===== config.mk =====
export PLATFORM = sky130hd
export DESIGN_NAME = mport_host_if
export DESIGN_NICKNAME = d
export VERILOG_FILES = /design/src/rtl/mport_pkg.sv /design/src/rtl/mport_decode.sv /design/src/rtl/mport_wait.sv /design/src/rtl/mport_strobe.sv /design/src/rtl/mport_host_if.sv
export SDC_FILE = /design/constraint.sdc
export NUM_CORES = 1
export LEC_CHECK = 0
export ABC_AREA = 1
export BUFFER_PORTS_ARGS = -buffer_cell sky130_fd_sc_hd__buf_4
export CAP_MARGIN = 25
export CORE_MARGIN = 2
export CORE_UTILIZATION = 41
export DETAILED_ROUTE_END_ITERATION = 10
export MAX_ROUTING_LAYER = met4
export PLACE_DENSITY = 0.81
export SLEW_MARGIN = 25
export SYNTH_ARGS = -nofsm -noshare
export SYNTH_HDL_FRONTEND = slang
export SYNTH_HIERARCHICAL = 1
export SYNTH_SLANG_ARGS = --single-unit

===== constraint.sdc =====
create_clock -name clk -period 1.7 [get_ports clk]
set_clock_uncertainty 0.15 [all_clocks]
set_input_delay 0.085 -clock clk [delete_from_list [all_inputs] [get_ports clk]]
set_output_delay 0.085 -clock clk [all_outputs]
set_load 0.1 [all_outputs]

===== src/rtl/mport_pkg.sv =====
package mport_pkg;
    typedef enum logic [1:0] {
        SP_IO     = 2'd0,
        SP_INTSEL = 2'd1,
        SP_ID     = 2'd2,
        SP_RSVD   = 2'd3
    } space_e;
endpackage


===== src/rtl/mport_decode.sv =====
module mport_decode
    import mport_pkg::*;
#(
    parameter int NPORT      = 8,
    parameter int PORT_BYTES = 16,
    parameter int ADDR_W     = 8,
    localparam int PSEL_W    = $clog2(NPORT),
    localparam int RSEL_W    = $clog2(PORT_BYTES) - 1
) (
    input  space_e              space,
    input  logic [ADDR_W-1:0]   addr,
    output logic                io_hit,
    output logic [PSEL_W-1:0]   psel,
    output logic [RSEL_W-1:0]   rsel
);
    localparam int MAP_BYTES = NPORT * PORT_BYTES;

    logic in_window;

    always_comb begin
        in_window = (int'(addr) < MAP_BYTES);
        io_hit    = (space == SP_IO) && in_window && addr[0];
        psel      = addr[RSEL_W+1 +: PSEL_W];
        rsel      = addr[RSEL_W:1];
    end
endmodule


===== src/rtl/mport_wait.sv =====
module mport_wait #(
    parameter int CNT_W = 2
) (
    input  logic             clk,
    input  logic             rst_n,
    input  logic             start,
    input  logic [CNT_W-1:0] ws_i,
    output logic             busy,
    output logic             ack
);
    typedef struct packed {
        logic             busy;
        logic [CNT_W-1:0] cnt;
        logic [CNT_W-1:0] ws;
    } tmr_t;

    tmr_t st_d, st_q;

    always_comb begin
        st_d = st_q;
        if (!st_q.busy) begin
            if (start) begin
                st_d.busy = 1'b1;
                st_d.cnt  = '0;
                st_d.ws   = ws_i;
            end
        end else if (st_q.cnt == st_q.ws) begin
            st_d.busy = 1'b0;
        end else begin
            st_d.cnt = st_q.cnt + 1'b1;
        end
    end

    always_ff @(posedge clk or negedge rst_n) begin
        if (!rst_n) st_q <= '0;
        else        st_q <= st_d;
    end

    assign busy = st_q.busy;
    assign ack  = st_q.busy && (st_q.cnt == st_q.ws);

    a_r2_cnt_bound: assert property (@(posedge clk) disable iff (!rst_n)
        st_q.busy |-> (st_q.cnt <= st_q.ws));
    a_r10_ws_held: assert property (@(posedge clk) disable iff (!rst_n)
        (st_q.busy && !ack) |=> $stable(st_q.ws));
    a_r10_ack_single: assert property (@(posedge clk) disable iff (!rst_n)
        ack |=> !ack);
endmodule


===== src/rtl/mport_strobe.sv =====
module mport_strobe
    import mport_pkg::*;
#(
    parameter int NPORT   = 8,
    localparam int PSEL_W = $clog2(NPORT)
) (
    input  logic              clk,
    input  logic              rst_n,
    input  logic              fire,
    input  logic              wr,
    input  space_e            space,
    input  logic              io_hit,
    input  logic [PSEL_W-1:0] psel,
    output logic [NPORT-1:0]  port_rd,
    output logic [NPORT-1:0]  port_wr,
    output logic              irq_ack,
    output logic              id_rd
);
    genvar p;
    generate
        for (p = 0; p < NPORT; p++) begin : g_port
            always_comb begin
                port_rd[p] = fire && io_hit && !wr && (int'(psel) == p);
                port_wr[p] = fire && io_hit &&  wr && (int'(psel) == p);
            end
        end
    endgenerate

    always_comb begin
        irq_ack = fire && !wr && (space == SP_INTSEL);
        id_rd   = fire && !wr && (space == SP_ID);
    end

    a_r11_rd_onehot: assert property (@(posedge clk) disable iff (!rst_n)
        $onehot0(port_rd));
    a_r11_wr_onehot: assert property (@(posedge clk) disable iff (!rst_n)
        $onehot0(port_wr));
    a_r7_wr_pulse: assert property (@(posedge clk) disable iff (!rst_n)
        (port_wr != '0) |=> (port_wr == '0));
    a_r8_miss_quiet: assert property (@(posedge clk) disable iff (!rst_n)
        (fire && !io_hit) |-> (port_rd == '0 && port_wr == '0));
endmodule


===== src/rtl/mport_host_if.sv =====
module mport_host_if
    import mport_pkg::*;
#(
    parameter int NPORT      = 8,
    parameter int PORT_BYTES = 16,
    parameter int ADDR_W     = 8,
    parameter int DATA_W     = 16,
    parameter int BYTE_W     = 8,
    parameter int WS_IO      = 1,
    parameter int WS_INTSEL  = 2,
    parameter int WS_ID      = 0,
    localparam int PSEL_W    = $clog2(NPORT),
    localparam int RSEL_W    = $clog2(PORT_BYTES) - 1
) (
    input  logic                    clk,
    input  logic                    rst_n,
    input  logic                    req_i,
    input  logic [1:0]              space_i,
    input  logic [ADDR_W-1:0]       addr_i,
    input  logic                    wr_i,
    input  logic [DATA_W-1:0]       wdata_i,
    output logic                    ack_o,
    output logic [DATA_W-1:0]       rdata_o,
    output logic [NPORT-1:0]        port_rd_o,
    output logic [NPORT-1:0]        port_wr_o,
    output logic [RSEL_W-1:0]       port_reg_o,
    output logic [BYTE_W-1:0]       port_wdata_o,
    input  logic [NPORT*BYTE_W-1:0] port_rdata_i,
    output logic                    irq_ack_o,
    input  logic [BYTE_W-1:0]       irq_vec_i,
    output logic                    id_rd_o,
    output logic [ADDR_W-1:0]       id_addr_o,
    input  logic [BYTE_W-1:0]       id_data_i
);
    localparam int HI_W   = DATA_W - BYTE_W;
    localparam int MAX_A  = (WS_IO > WS_INTSEL) ? WS_IO : WS_INTSEL;
    localparam int MAX_WS = (MAX_A > WS_ID) ? MAX_A : WS_ID;
    localparam int CNT_W  = (MAX_WS < 1) ? 1 : $clog2(MAX_WS + 1);

    typedef struct packed {
        space_e              space;
        logic [ADDR_W-1:0]   addr;
        logic                wr;
        logic [DATA_W-1:0]   wdata;
    } hreq_t;

    hreq_t             req_d, req_q;
    logic              busy, ack, accept;
    logic [CNT_W-1:0]  ws_sel;
    logic              io_hit;
    logic [PSEL_W-1:0] psel;
    logic [RSEL_W-1:0] rsel;

    always_comb begin
        accept = req_i && !busy;
        req_d  = req_q;
        if (accept) begin
            req_d.space = space_e'(space_i);
            req_d.addr  = addr_i;
            req_d.wr    = wr_i;
            req_d.wdata = wdata_i;
        end
        case (space_e'(space_i))
            SP_INTSEL: ws_sel = CNT_W'(WS_INTSEL);
            SP_ID:     ws_sel = CNT_W'(WS_ID);
            default:   ws_sel = CNT_W'(WS_IO);
        endcase
    end

    always_ff @(posedge clk or negedge rst_n) begin
        if (!rst_n) req_q <= '0;
        else        req_q <= req_d;
    end

    mport_wait #(.CNT_W(CNT_W)) u_wait (
        .clk   (clk),
        .rst_n (rst_n),
        .start (accept),
        .ws_i  (ws_sel),
        .busy  (busy),
        .ack   (ack)
    );

    mport_decode #(.NPORT(NPORT), .PORT_BYTES(PORT_BYTES), .ADDR_W(ADDR_W)) u_dec (
        .space  (req_q.space),
        .addr   (req_q.addr),
        .io_hit (io_hit),
        .psel   (psel),
        .rsel   (rsel)
    );

    mport_strobe #(.NPORT(NPORT)) u_stb (
        .clk     (clk),
        .rst_n   (rst_n),
        .fire    (ack),
        .wr      (req_q.wr),
        .space   (req_q.space),
        .io_hit  (io_hit),
        .psel    (psel),
        .port_rd (port_rd_o),
        .port_wr (port_wr_o),
        .irq_ack (irq_ack_o),
        .id_rd   (id_rd_o)
    );

    always_comb begin
        rdata_o = '1;
        case (req_q.space)
            SP_IO:
                if (io_hit)
                    rdata_o = {{HI_W{1'b1}}, port_rdata_i[psel*BYTE_W +: BYTE_W]};
            SP_INTSEL: rdata_o = {{HI_W{1'b1}}, irq_vec_i};
            SP_ID:     rdata_o = {{HI_W{1'b1}}, id_data_i};
            default:   rdata_o = '1;
        endcase
    end

    assign ack_o        = ack;
    assign port_reg_o   = rsel;
    assign port_wdata_o = req_q.wdata[BYTE_W-1:0];
    assign id_addr_o    = req_q.addr;

    a_r6_upper_ones: assert property (@(posedge clk) disable iff (!rst_n)
        (ack_o && !req_q.wr) |-> (rdata_o[DATA_W-1:BYTE_W] == {HI_W{1'b1}}));
    a_r11_strobe_needs_ack: assert property (@(posedge clk) disable iff (!rst_n)
        ((port_rd_o != '0) || (port_wr_o != '0) || irq_ack_o || id_rd_o) |-> ack_o);
    a_r10_req_frozen: assert property (@(posedge clk) disable iff (!rst_n)
        (busy && !ack) |=> $stable(req_q));
    a_r1_idle_quiet: assert property (@(posedge clk) disable iff (!rst_n)
        !busy |-> (!ack_o && port_wr_o == '0 && port_rd_o == '0));
endmodule


# Word-level counts from Yosys, hierarchy flattened
# Cells that the tools add are included.
word_totals:
  register_bits: 24
  input_bits: 110
  out_inout_bits: 54
  word_cells: 64
op_classes:
  add_sub_neg: 1
  order_cmp: 1
  eq_ne: 13
  shifts: 1
  n_mux: 7
  bitwise: 1
  n_reduce_logical: 33
op_table:
  columns: ["cell", "n"]
  rows:
  - ["64-bit by 7-bit variable part select with 8-bit output", 1]
  - ["16-bit one-hot mux with 3 select lines", 1]
  - ["1-bit logical AND", 26]
  - ["3-bit equality test, second input constant", 4]
  - ["8-bit less-than comparator, second input constant", 1]
  - ["8-bit two-way mux", 1]
  - ["3-bit by 2-bit equality test with 1-bit output, second input constant", 2]
  - ["5-bit two-way mux", 1]
  - ["2-bit by 1-bit equality test with 1-bit output, second input constant", 2]
  - ["2-bit equality test, second input constant", 2]
  - ["2-bit one-hot mux with 2 select lines", 1]
  - ["2-bit AND reduction", 2]
  - ["3-bit by 1-bit equality test with 1-bit output, second input constant", 1]
  - ["3-bit logical NOT", 1]
  - ["3-bit two-way mux", 1]
  - ["2-bit by 1-bit adder with 2-bit output, second input constant", 1]
  - ["2-bit equality test", 1]
  - ["1-bit logical NOT", 2]
  - ["2-bit logical NOT", 1]
  - ["2-bit two-way mux", 1]
  - ["2-bit != test, second input constant", 1]
  - ["2-bit nonzero test", 1]
  - ["1-bit two-way mux", 1]
  - ["1-bit NOT", 1]

# Depth between registers and ports, before layout
# Gate-level depths: netlist (run 1).
logic_depth:
  ltp_word: 6
  depth_mapped: 10

# Cells and area by module
# The synthesis (run 1) kept the hierarchy.
by_module_without_submodules:
  columns: ["mod", "instances", "cells_each", "area_each_um2", "seq_area_each_um2"]
  rows:
  - ["mport_host_if", 1, 275, 1755.4, 475.5]
  - ["mport_wait", 1, 29, 245.2, 125.1]
  - ["mport_strobe", 1, 35, 143.9, 0.0]
  - ["mport_decode", 1, 12, 67.6, 0.0]

# Least setup slack after synthesis (run 1)
# No wires, ideal clock.
synth_path:
  path_kind: "register to output"
  startpoint: "register u_wait/st_q[3] in the netlist's numbering"
  endpoint: "output port_wr_o[0]"
  arrival_time_ps: 3932
  required_ps: 1465
  path_slack_ps: -2467
  stages_incl_launch_ff: 6
  cell_sequence: "dfrtp_1 xnor2_1 nand2_2 nor2_1 nand3_1 nor2_1"
synth_via:
  elab_chain_len: 5
synth_rtl:
  columns: ["item", "line", "text"]
  rows:
  - ["start: declaration", "mport_wait.sv:17", "tmr_t st_d, st_q;"]
  - ["start signal: assignment", "mport_wait.sv:36", "else st_q <= st_d;"]
  - ["2-bit equality test", "mport_wait.sv:40", "assign ack = st_q.busy && (st_q.cnt == st_q.ws);"]
  - ["1-bit logical AND", "mport_wait.sv:40", null]
  - ["net ack_o", "mport_host_if.sv:22", "output logic ack_o,"]
  - ["1-bit logical AND (3 in series)", "mport_strobe.sv:24", "port_wr[p] = fire && io_hit && wr && (int'(psel) == p);"]
  - ["end: declaration", "mport_host_if.sv:25", "output logic [NPORT-1:0] port_wr_o,"]
# The timed path passes the listed nets, and every way through them passes these cells.

# Worst setup path after layout (run 1)
layout_path:
  startpoint: "register u_wait/st_q[1] in the netlist's numbering"
  endpoint: "output port_rd_o[5]"
layout_via:
  elab_chain_len: 5
layout_rtl:
  columns: ["item", "line", "text"]
  rows:
  - ["2-bit equality test", "mport_wait.sv:40", null]
  - ["1-bit logical AND", "mport_wait.sv:40", null]
  - ["1-bit logical AND (3 in series)", "mport_strobe.sv:23", "port_rd[p] = fire && io_hit && !wr && (int'(psel) == p);"]
  - ["end: declaration", "mport_host_if.sv:24", "output logic [NPORT-1:0] port_rd_o,"]
# No other way between the ends.

==> results of run 1 <==
-- cell families after synthesis --
| group | after synthesis |
|---|---|
| DFF | 24 |
| adders and majority gates | 1 |
| AOI/OAI and AO/OA | 10 |
| other | 1 |
| buffers and inverters | 65 |
| xor gates and xnor gates | 2 |
| and+or+nand+nor | 247 |
| muxes | 1 |
-- cell usage after synthesis, types with 2 or more instances --
| library cell | number | area (µm²) |
|---|---|---|
| buf_6 | 5 | 56.3 |
| nor2_1 | 25 | 93.8 |
| clkbuf_8 | 2 | 27.5 |
| nand2_2 | 9 | 56.3 |
| buf_4 | 32 | 240 |
| nand2_1 | 144 | 541 |
| inv_2 | 2 | 7.51 |
| buf_2 | 5 | 25.0 |
| a221oi_1 | 7 | 61.3 |
| inv_1 | 15 | 56.3 |
| nand3_1 | 69 | 345 |
| dfrtp_1 | 24 | 601 |
| o21ai_0 | 2 | 10.0 |
-- routing by layer --
metal | vias up | GRT usage [%] | share of wire, %
li1 | 1437 | - | -
met1 | 1620 | 28.7 | 33
met2 | 252 | 58.4 | 53
met3 | 67 | 5.00 | 8.8
met4 | 0 | 9.11 | 5.8
met5 | - | - | 0
-- flip-flops by register name, indices dropped and copies added, names as in the netlist --
| register | count |
|---|---|
| u_wait/busy | 1 |
| port_wdata_o | 8 |
| id_addr_o | 8 |
| req_q | 3 |
| u_wait/st_q | 4 |
-- critical path, cell delays in order, from the launching register on --
cell and delay (ns):
dfrtp_1 0.43, xnor2_2 0.22, nand2_2 0.10, nor2_4 0.23, nand3_4 0.11, buf_12 0.17
nor2_4 0.12, buf_12 0.19
-- final cells by class --
class	count	area, µm²	share of cell area, %
Multi-Input combinational cell	269	1800	37.5
Timing Repair Buffer	207	2120	44.2
Clock buffer	3	41.3	0.863
Timing Repair inverter	2	25.0	0.523
Tap cell	70	87.6	1.83
Sequential cell	24	603	12.6
Clock inverter	1	30.0	0.627
Inverter	19	86.3	1.80
-- what timing repair did --
item                       CTS  global route
hold buffers                20             0
setup endpoints to repair   27            27
pin swaps                    5            39
buffers inserted            10             4
hold endpoints to repair    43             0
gates cloned                 1             5
gates resized for setup     97            93
-- through the flow --
step           cell area, µm²  TNS (ns)  instances
4_1_cts                  4280     -5.18        586
3_5_place_dp             3490     -2.45        551
6_report                 4790     -8.68        595
5_1_grt                  4790     -9.65        595
2_1_floorplan            2470    -11.88        358
3_3_place_gp             3490     -1.72        551
-- power breakdown --
part / leakage (nW) / switching, W / internal, W
logic: 2.03 / 0.00636 / 0.00309
clock network: 0.0357 / 0.000187 / 0.000315
registers: 0.292 / 0.000341 / 0.000861
total: 2.36 / 0.00689 / 0.00427
-- how the worst max path moves through the flow --
stage               cells past startpoint            to  slack, ns
global placement                        6  port_wr_o[2]      -0.09
floorplan                               5  port_rd_o[0]      -0.67
global route                            7  port_rd_o[5]      -0.43
detailed placement                      6  port_wr_o[6]      -0.14
CTS                                     7  port_wr_o[3]      -0.24
finish                                  7  port_rd_o[5]      -0.39
==> impl_metrics.env, run 1 <==
export IMPL_cts_tree="built"
export IMPL_cts_max_path_buffers=2
export IMPL_hold_viol_final=0
export IMPL_p_leak_nw=2.36
export IMPL_synth_top_family_by_area="simple AND/OR/NAND/NOR gates"
export IMPL_synth_area_mux_share_pct=0.509
export IMPL_vias=3376
export IMPL_syn2layout_area_growth_pct=116
export IMPL_core_rowCount=26
export IMPL_htreeDepth=1
export IMPL_synth_compound_area_share_pct=3.45
export IMPL_synth_edf_count=0
export IMPL_dpl_hpwl_um=5780
export IMPL_antennaDiodeCount=0
export IMPL_antenna_found_initial=0
export IMPL_period_needed_ns=2.09
export IMPL_power_w=0.0112
export IMPL_layout_nets=637
export IMPL_wl_um=12100
export IMPL_core_mm2=0.00517
export IMPL_drive_gt1_share_pct=61.1
export IMPL_grt_pass1_wl_um=13800
export IMPL_synth_seq_cells=24
export IMPL_ys_warn_count=6
export IMPL_start_kind="flip-flop"
export IMPL_via_per_inst=5.67
export IMPL_post_place_ws_ns=-0.142
export IMPL_die_area_mm2=0.00600
export IMPL_period_share_pct=123
export IMPL_crit_path_end_kind="output port"
export IMPL_most_common_layout_cells="144 x buf_4, 106 x nand2_1, 43 x nand3_2"
export IMPL_ys_seq_area_share_pct=27.1
export IMPL_synthFlopType="dfrtp_1"
export IMPL_r2r_end="u_wait/st_q[2]$_DFFE_PN0P_"
export IMPL_final_max_slew_viol_count=0
export IMPL_dieHeight_um=77.5
export IMPL_path_max_fanout=8
export IMPL_synthAdderAreaFrac_pct=0.566
export IMPL_fin_ws_ns=-0.389
export IMPL_outcome="finished with violations"
export IMPL_grt_overflow=0
export IMPL_min_path_type="in2async"
export IMPL_drtIter0Drc=188
export IMPL_synth_xor_xnor_area_share_pct=0.792
export IMPL_r2r_cells=9
export IMPL_postSynthAreaPerCell_um2=6.30
export IMPL_synthCells=351
export IMPL_ir_drop_mv=2.20
export IMPL_grt_max_degree=25
export IMPL_synthArstFlopShare_pct=100
export IMPL_crit_arrival_ns=1.85
export IMPL_finalSetupViolCount=27
export IMPL_drc=0
export IMPL_rsz0062_at_grt="true"
export IMPL_maxCapViolations=0
export IMPL_die_x_um=77.5
export IMPL_rrSetupSlack_ns=0.05
export IMPL_port_buffers=147
export IMPL_clk_pin_slew_ns=0.08
export IMPL_layout_commonest_cell="buf_4"
export IMPL_whs_ns=0.0814
export IMPL_ant_nets=0
export IMPL_grt_pass1_vias=2959
export IMPL_syn_area_mm2=0.00221
export IMPL_boundaryPins=164
export IMPL_root_buffer="clkbuf_8"
export IMPL_numCtsBuffers=3
export IMPL_wl_per_cell_um=20.3
export IMPL_initial_core_util_pct=42.8
export IMPL_yosys_area_share_simple_pct=46.8
export IMPL_final_util_pct=92.5
export IMPL_critPathKind="reg2out"
export IMPL_power_density_mw_per_mm2=2330
export IMPL_r2r_start="u_wait/st_q[1]$_DFFE_PN0P_"
export IMPL_firstDrtPassIters=6
export IMPL_fillers=171
export IMPL_startpoint="u_wait/st_q[1]$_DFFE_PN0P_"
export IMPL_gr_usage_all_layers_pct=29.4
export IMPL_insertion_delay_ns=0.27
export IMPL_clock_sinks=24
export IMPL_synthDistinctLibCells=23
export IMPL_worst_endpoint_required_ns=1.46
export IMPL_gp_congestion=0.850
export IMPL_max_freq_ghz=0.479
export IMPL_violations="setup timing"
Note: power is estimated with default switching activity, not from simulation.
==> run 2, diff against run 1 <==
--- a/config.mk
+++ b/config.mk
@@ -5,14 +5,13 @@
 export SDC_FILE = /design/constraint.sdc
 export NUM_CORES = 1
 export LEC_CHECK = 0
-export ABC_AREA = 1
 export BUFFER_PORTS_ARGS = -buffer_cell sky130_fd_sc_hd__buf_4
 export CAP_MARGIN = 25
 export CORE_MARGIN = 2
-export CORE_UTILIZATION = 41
+export CORE_UTILIZATION = 43
 export DETAILED_ROUTE_END_ITERATION = 10
 export MAX_ROUTING_LAYER = met4
-export PLACE_DENSITY = 0.81
+export PLACE_DENSITY = 0.87
 export SLEW_MARGIN = 25
 export SYNTH_ARGS = -nofsm -noshare
 export SYNTH_HDL_FRONTEND = slang
==> constraint.sdc (replaced) <==
create_clock -name clk -period 2.6 [get_ports clk]
set_clock_uncertainty 0.15 [all_clocks]
set_input_delay 0.13 -clock clk [delete_from_list [all_inputs] [get_ports clk]]
set_output_delay 0.13 -clock clk [all_outputs]
set_load 0.1 [all_outputs]
==> run 2 against run 1 <==
Net effect:
- die area fell by 9.8%
- the flow now finishes without violations
- sequential cell count did not move
- core utilization fell by 17 points
- setup slack improved by 0.53 ns
- via count fell by 38%
- critical path depth fell by 3
- clock-buffer cell count rose by 1
- wire length fell by 45%
- worst hold slack improved by 0.065 ns
- first-iteration DRC count fell by 45%
- largest cell class unchanged
- cell count fell by 33%
==> impl_metrics.env, run 2 <==
export IMPL_wl_per_cell_um=16.8
export IMPL_antennaDiodeCount=0
export IMPL_critPathMaxStageDelay_ns=0.71
export IMPL_hold_viol_final=0
export IMPL_gr_usage_all_layers_pct=23.6
export IMPL_synth_edf_count=0
export IMPL_rrSetupSlack_ns=0.79
export IMPL_grt_pass1_wl_um=9690
export IMPL_synthArstFlopShare_pct=100
export IMPL_final_max_slew_viol_count=0
export IMPL_crit_arrival_ns=2.18
export IMPL_core_rowCount=25
export IMPL_synth_seq_cells=24
export IMPL_htreeDepth=1
export IMPL_maxSlewHeadroom_pct=48.6
export IMPL_synthDistinctLibCells=38
export IMPL_r2r_start="u_wait/busy$_DFF_PN0_"
export IMPL_yosys_top_cells_count="31 x buf_4, 24 x dfrtp_1, 19 x mux2_2"
export IMPL_cp_cell_sequence="mux4_1 -> a221oi_1 -> o21ai_2 -> buf_4"
export IMPL_postSynthAreaPerCell_um2=10.8
export IMPL_path_buf_inv=1
export IMPL_rsz0062_at_grt="false"
export IMPL_syn2layout_area_growth_pct=69.4
export IMPL_yosysMostFrequentCell="buf_4"
export IMPL_antenna_found_initial=0
export IMPL_most_common_layout_cells="161 x buf_4, 23 x dfrtp_1, 20 x dlygate4sd3_1"
export IMPL_max_freq_ghz=0.407
export IMPL_start_kind="flip-flop"
export IMPL_dpl_hpwl_um=5070
export IMPL_period_needed_ns=2.46
export IMPL_drtIter0Drc=104
export IMPL_cts_tree="built"
export IMPL_worst_endpoint_required_ns=2.32
export IMPL_r2r_end="port_wdata_o[7]$_DFFE_PN0P_"
export IMPL_clk_pin_slew_ns=0.08
export IMPL_whs_ns=0.146
export IMPL_fillers=337
export IMPL_path_max_fanout=16
export IMPL_synth_area_top_cells="dfrtp_1 29%, buf_4 11%, mux2_2 10%"
export IMPL_ys_seq_area_share_pct=28.9
export IMPL_core_mm2=0.00469
export IMPL_insertion_delay_ns=0.26
export IMPL_gp_congestion=0.792
export IMPL_syn_area_mm2=0.00208
export IMPL_ys_warn_count=6
export IMPL_min_path_type="in2async"
export IMPL_critPathKind="reg2out"
export IMPL_crit_family="flip-flops"
export IMPL_firstDrtPassIters=5
export IMPL_maxCapViolations=0
export IMPL_drive_gt1_share_pct=68.2
export IMPL_r2r_cells=3
export IMPL_crit_path_end_kind="output port"
export IMPL_grt_max_degree=25
export IMPL_outcome="complete, no violations"
export IMPL_initial_core_util_pct=44.3
export IMPL_layout_nets=455
export IMPL_via_per_inst=5.29
export IMPL_die_area_mm2=0.00541
export IMPL_ant_nets=0
export IMPL_finalSetupViolCount=0
export IMPL_synthCells=192
export IMPL_clock_sinks=24
export IMPL_dieHeight_um=73.6
export IMPL_port_buffers=147
export IMPL_root_buffer="clkbuf_8"
export IMPL_numCtsBuffers=3
export IMPL_grt_overflow=0
export IMPL_vias=2101
export IMPL_layout_commonest_cell="buf_4"
export IMPL_boundaryPins=164
export IMPL_die_x_um=73.6
export IMPL_grt_pass1_vias=2069
export IMPL_synth_top_area_share_pct=28.9
export IMPL_period_share_pct=94.5
export IMPL_cts_max_path_buffers=2
export IMPL_yosys_area_top_type="dfrtp_1"
export IMPL_wl_um=6680
export IMPL_synthFlopType="dfrtp_1"
export IMPL_drc=0
export IMPL_slowest_stage="dfrtp_1"
export IMPL_tightestPinTransition_ns=0.772
-- run 2: changes by cell type in the layout (fill, tap and decap cells not counted), sizes merged, moves of 7 or more --
| cell | delta |
|---|---|
| mux2i | +16 |
| nor2 | -11 |
| o221a | +8 |
| nand3 | -69 |
| mux2 | +20 |
| inv | -19 |
| buf | -21 |
| nand2 | -150 |
| o21a | +8 |
| o21ai | +7 |
| mux4 | +8 |
-- run 2: layout make-up --
cell class | instances | area [µm²] | share of cell area, %
clock buffer | 4 | 45.0 | 1.28
inverter | 1 | 3.75 | 0.106
multi-input combinational | 131 | 1360 | 38.7
sequential | 24 | 604 | 17.1
tap | 54 | 67.6 | 1.92
timing repair buffer | 183 | 1440 | 40.9
-- run 2: timing repair --
action                     4_1_cts  5_1_grt
buffers inserted                 0        7
pin swaps                        0        2
hold endpoints to repair        43        0
setup endpoints to repair        1       12
gates resized for setup          1        2
hold buffers                    20        0
-- run 2: kinds of logic (layout without fill, tap and decap cells) --
logic type / count (synthesis) / in the layout / share of synthesized area (%)
fa+ha+maj: 1 / 1 / 0.601
buf+inv: 44 / 188 / 15.0
xor+xnor: 2 / 2 / 0.842
compound gates: 35 / 35 / 13.7
flops: 24 / 24 / 28.9
simple gates: 40 / 40 / 12.4
other cells: 1 / 8 / 0.180
mux: 45 / 45 / 28.4
-- run 2: through the flow --
stage               instance area (µm²)  setup slack, ns  TNS (ns)  util [%]  cells
finish                             3520            0.144         0      75.1    397
global route                       3520           0.0341         0      75.1    397
CTS                                3450           0.0433         0      73.5    390
detailed placement                 3200            0.279         0      68.3    366
global placement                   3200            0.350         0      68.3    366
floorplan                          2270          -0.0281   -0.0281         -    199
-- run 2: how the worst max path moves through the flow --
stage	start	to	slack [ns]	cells after the start
2_1_floorplan	u_wait/st_q[1]$_DFFE_PN0P_	port_rd_o[6]	-0.03	4
3_3_place_gp	id_addr_o[4]$_DFFE_PN0P_	rdata_o[2]	0.35	5
3_5_place_dp	id_addr_o[4]$_DFFE_PN0P_	rdata_o[2]	0.28	5
4_1_cts	id_addr_o[4]$_DFFE_PN0P_	rdata_o[2]	0.04	5
5_1_grt	req_q[26]$_DFFE_PN0P_	port_rd_o[0]	0.03	5
6_report	id_addr_o[5]$_DFFE_PN0P_	rdata_o[5]	0.14	4
-- run 2: worst reg2reg max path, stage by stage, from the launching register on --
cell and delay [ns]:
dfrtp_1 0.49, nor2b_2 0.40, buf_4 0.31, mux2_2 0.36
-- run 2: layer usage --
metal | global-route usage, % | routed length (µm)
met1 | 26.8 | 2450
met2 | 42.6 | 3800
met3 | 4.80 | 373
met4 | 5.25 | 58
met5 | - | 0
Power of run 2 is left out: the tool's default activity adds up to more than one toggle a clock period on the data nets, which glitch-free logic cannot reach.
==> run 3, diff against run 2 <==
--- a/config.mk
+++ b/config.mk
@@ -10,7 +10,6 @@
 export CORE_MARGIN = 2
 export CORE_UTILIZATION = 43
 export DETAILED_ROUTE_END_ITERATION = 10
-export MAX_ROUTING_LAYER = met4
 export PLACE_DENSITY = 0.87
 export SLEW_MARGIN = 25
 export SYNTH_ARGS = -nofsm -noshare
==> constraint.sdc (replaced) <==
create_clock -name clk -period 2.6 [get_ports clk]
set_clock_uncertainty 0.15 [all_clocks]
set_input_delay 0.26 -clock clk [delete_from_list [all_inputs] [get_ports clk]]
set_output_delay 0.26 -clock clk [all_outputs]
set_load 0.1 [all_outputs]
==> run 3 against run 2 <==
Net effect:
- first-iteration DRC count is 58% lower
- highest routed layer unchanged
- die area stayed put
- sequential share of layout area up 0.17 points
- critical path depth increased by 3
- maximum frequency is 3.6% lower
- largest cell class is now multi-input gates
- sequential cell count unchanged
==> impl_metrics.env, run 3 (same netlist as run 2, synthesis figures left out) <==
export IMPL_outcome="complete, no violations"
export IMPL_r2r_cells=4
export IMPL_grt_pass1_wl_um=9490
export IMPL_worst_endpoint_required_ns=2.19
export IMPL_wl_per_cell_um=17.5
export IMPL_r2r_end="u_wait/st_q[0]$_DFFE_PN0P_"
export IMPL_finalSetupViolCount=0
export IMPL_via_per_inst=5.31
export IMPL_start_kind="flip-flop"
export IMPL_worstHoldPathCells=2
export IMPL_crit_arrival_ns=2.14
export IMPL_wl_um=6580
export IMPL_core_mm2=0.00469
export IMPL_crit_path_end_kind="output port"
export IMPL_ant_nets=0
export IMPL_rrSetupSlack_ns=0.93
export IMPL_gp_congestion=0.821
export IMPL_die_x_um=73.6
export IMPL_slowest_stage="dfrtp_4"
export IMPL_max_freq_ghz=0.392
export IMPL_most_common_layout_cells="158 x buf_4, 22 x dfrtp_1, 19 x mux2_2"
export IMPL_insertion_delay_ns=0.26
export IMPL_fin_area_mm2=0.00350
export IMPL_layout_commonest_cell="buf_4"
export IMPL_htreeDepth=1
export IMPL_final_util_pct=74.5
export IMPL_antennaDiodeCount=0
export IMPL_root_buffer="clkbuf_8"
export IMPL_cts_tree="built"
export IMPL_core_rowCount=25
export IMPL_grt_overflow=0
export IMPL_hold_start="wdata_i[1]"
export IMPL_setup_tns_ns=0
export IMPL_period_needed_ns=2.55
export IMPL_layout_nets=434
export IMPL_final_max_slew_viol_count=0
export IMPL_vias=1997
export IMPL_min_to="port_wdata_o[1]$_DFFE_PN0P_"
export IMPL_maxCapViolations=0
export IMPL_drtIter0Drc=44
export IMPL_gr_usage_all_layers_pct=22.8
export IMPL_min_path_type="in2reg"
export IMPL_placed_cell_area_mm2=0.00329
export IMPL_r2r_start="u_wait/busy$_DFF_PN0_"
export IMPL_clock_sinks=24
export IMPL_antenna_found_initial=0
export IMPL_grt_pass1_vias=1994
export IMPL_fillers=322
export IMPL_numCtsBuffers=3
export IMPL_initial_core_util_pct=44.3
export IMPL_drive_gt1_share_pct=74.8
export IMPL_hold_viol_final=0
export IMPL_cts_max_path_buffers=2
export IMPL_boundaryPins=164
export IMPL_port_buffers=147
export IMPL_drc=0
export IMPL_die_area_mm2=0.00541
export IMPL_critPathMaxStageDelay_ns=0.51
export IMPL_dieHeight_um=73.6
export IMPL_dpl_hpwl_um=5190
export IMPL_syn2layout_area_growth_pct=68.1
export IMPL_tightestPinTransition_ns=0.706
export IMPL_cp_cell_sequence="clkbuf_4 -> buf_4 -> buf_4 -> mux2i_1 -> o221a_2 -> o21ai_4 -> buf_4"
export IMPL_critPathKind="reg2out"
export IMPL_path_max_fanout=8
export IMPL_maxSlewHeadroom_pct=53.0
export IMPL_fin_ws_ns=0.0516
export IMPL_crit_top_cell="buf_4"
export IMPL_clk_pin_slew_ns=0.09
export IMPL_post_place_ws_ns=0.105
export IMPL_grt_max_degree=25
export IMPL_period_share_pct=98.0
export IMPL_firstDrtPassIters=4
[run 3: per-stage QoR]
step / hold slack [ns] / std cells
after CTS: 0.0684 / 373
after global placement: 0.0243 / 364
after floorplan: -0.186 / 199
after detailed placement: 0.0284 / 364
final: 0.0729 / 376
after global routing: 0.0600 / 376
[run 3: final cells by class]
class / instances / area [µm²] / area share (%)
tap: 54 / 67.6 / 1.93
timing repair buffer: 162 / 1240 / 35.4
inverter: 1 / 3.75 / 0.107
multi-input combinational: 131 / 1530 / 43.6
clock buffer: 4 / 55.1 / 1.57
sequential: 24 / 606 / 17.3
[run 3: how the worst max path moves through the flow]
stage / endpoint / start / cells past startpoint / slack, ns
2_1_floorplan: port_rd_o[6] / u_wait/st_q[1]$_DFFE_PN0P_ / 4 / -0.16
3_3_place_gp: rdata_o[1] / id_addr_o[4]$_DFFE_PN0P_ / 4 / 0.14
3_5_place_dp: rdata_o[0] / id_addr_o[4]$_DFFE_PN0P_ / 4 / 0.11
4_1_cts: rdata_o[5] / id_addr_o[4]$_DFFE_PN0P_ / 4 / 0.002
5_1_grt: rdata_o[7] / id_addr_o[4]$_DFFE_PN0P_ / 7 / -0.01
6_report: rdata_o[0] / id_addr_o[4]$_DFFE_PN0P_ / 7 / 0.05
[run 3: critical path, delay by kind of cell, from the launching register on]
kind                   cells  cell delay, ns
buffers and inverters      4            0.82
flip-flops                 1            0.51
AO/OA/AOI/OAI              2            0.42
multiplexers               1            0.13
[run 3: layer usage]
metal,global-route usage [%],share of wire (%),wire length (µm),vias up
li1,-,-,-,952
met1,26.0,37,2440,961
met2,43.6,57,3760,74
met3,4.25,4.4,288,10
met4,5.25,1.5,98,0
met5,0,0,0,-
[run 3: timing repair]
action | in CTS | in global routing
buffers inserted | 4 | 3
pin swaps | 2 | 1
gates resized for setup | 7 | 7
endpoints found under the setup margin | 21 | 12
hold buffers | 1 | 0
endpoints found under the hold margin | 24 | 0
Power of run 3 is left out for the same reason.
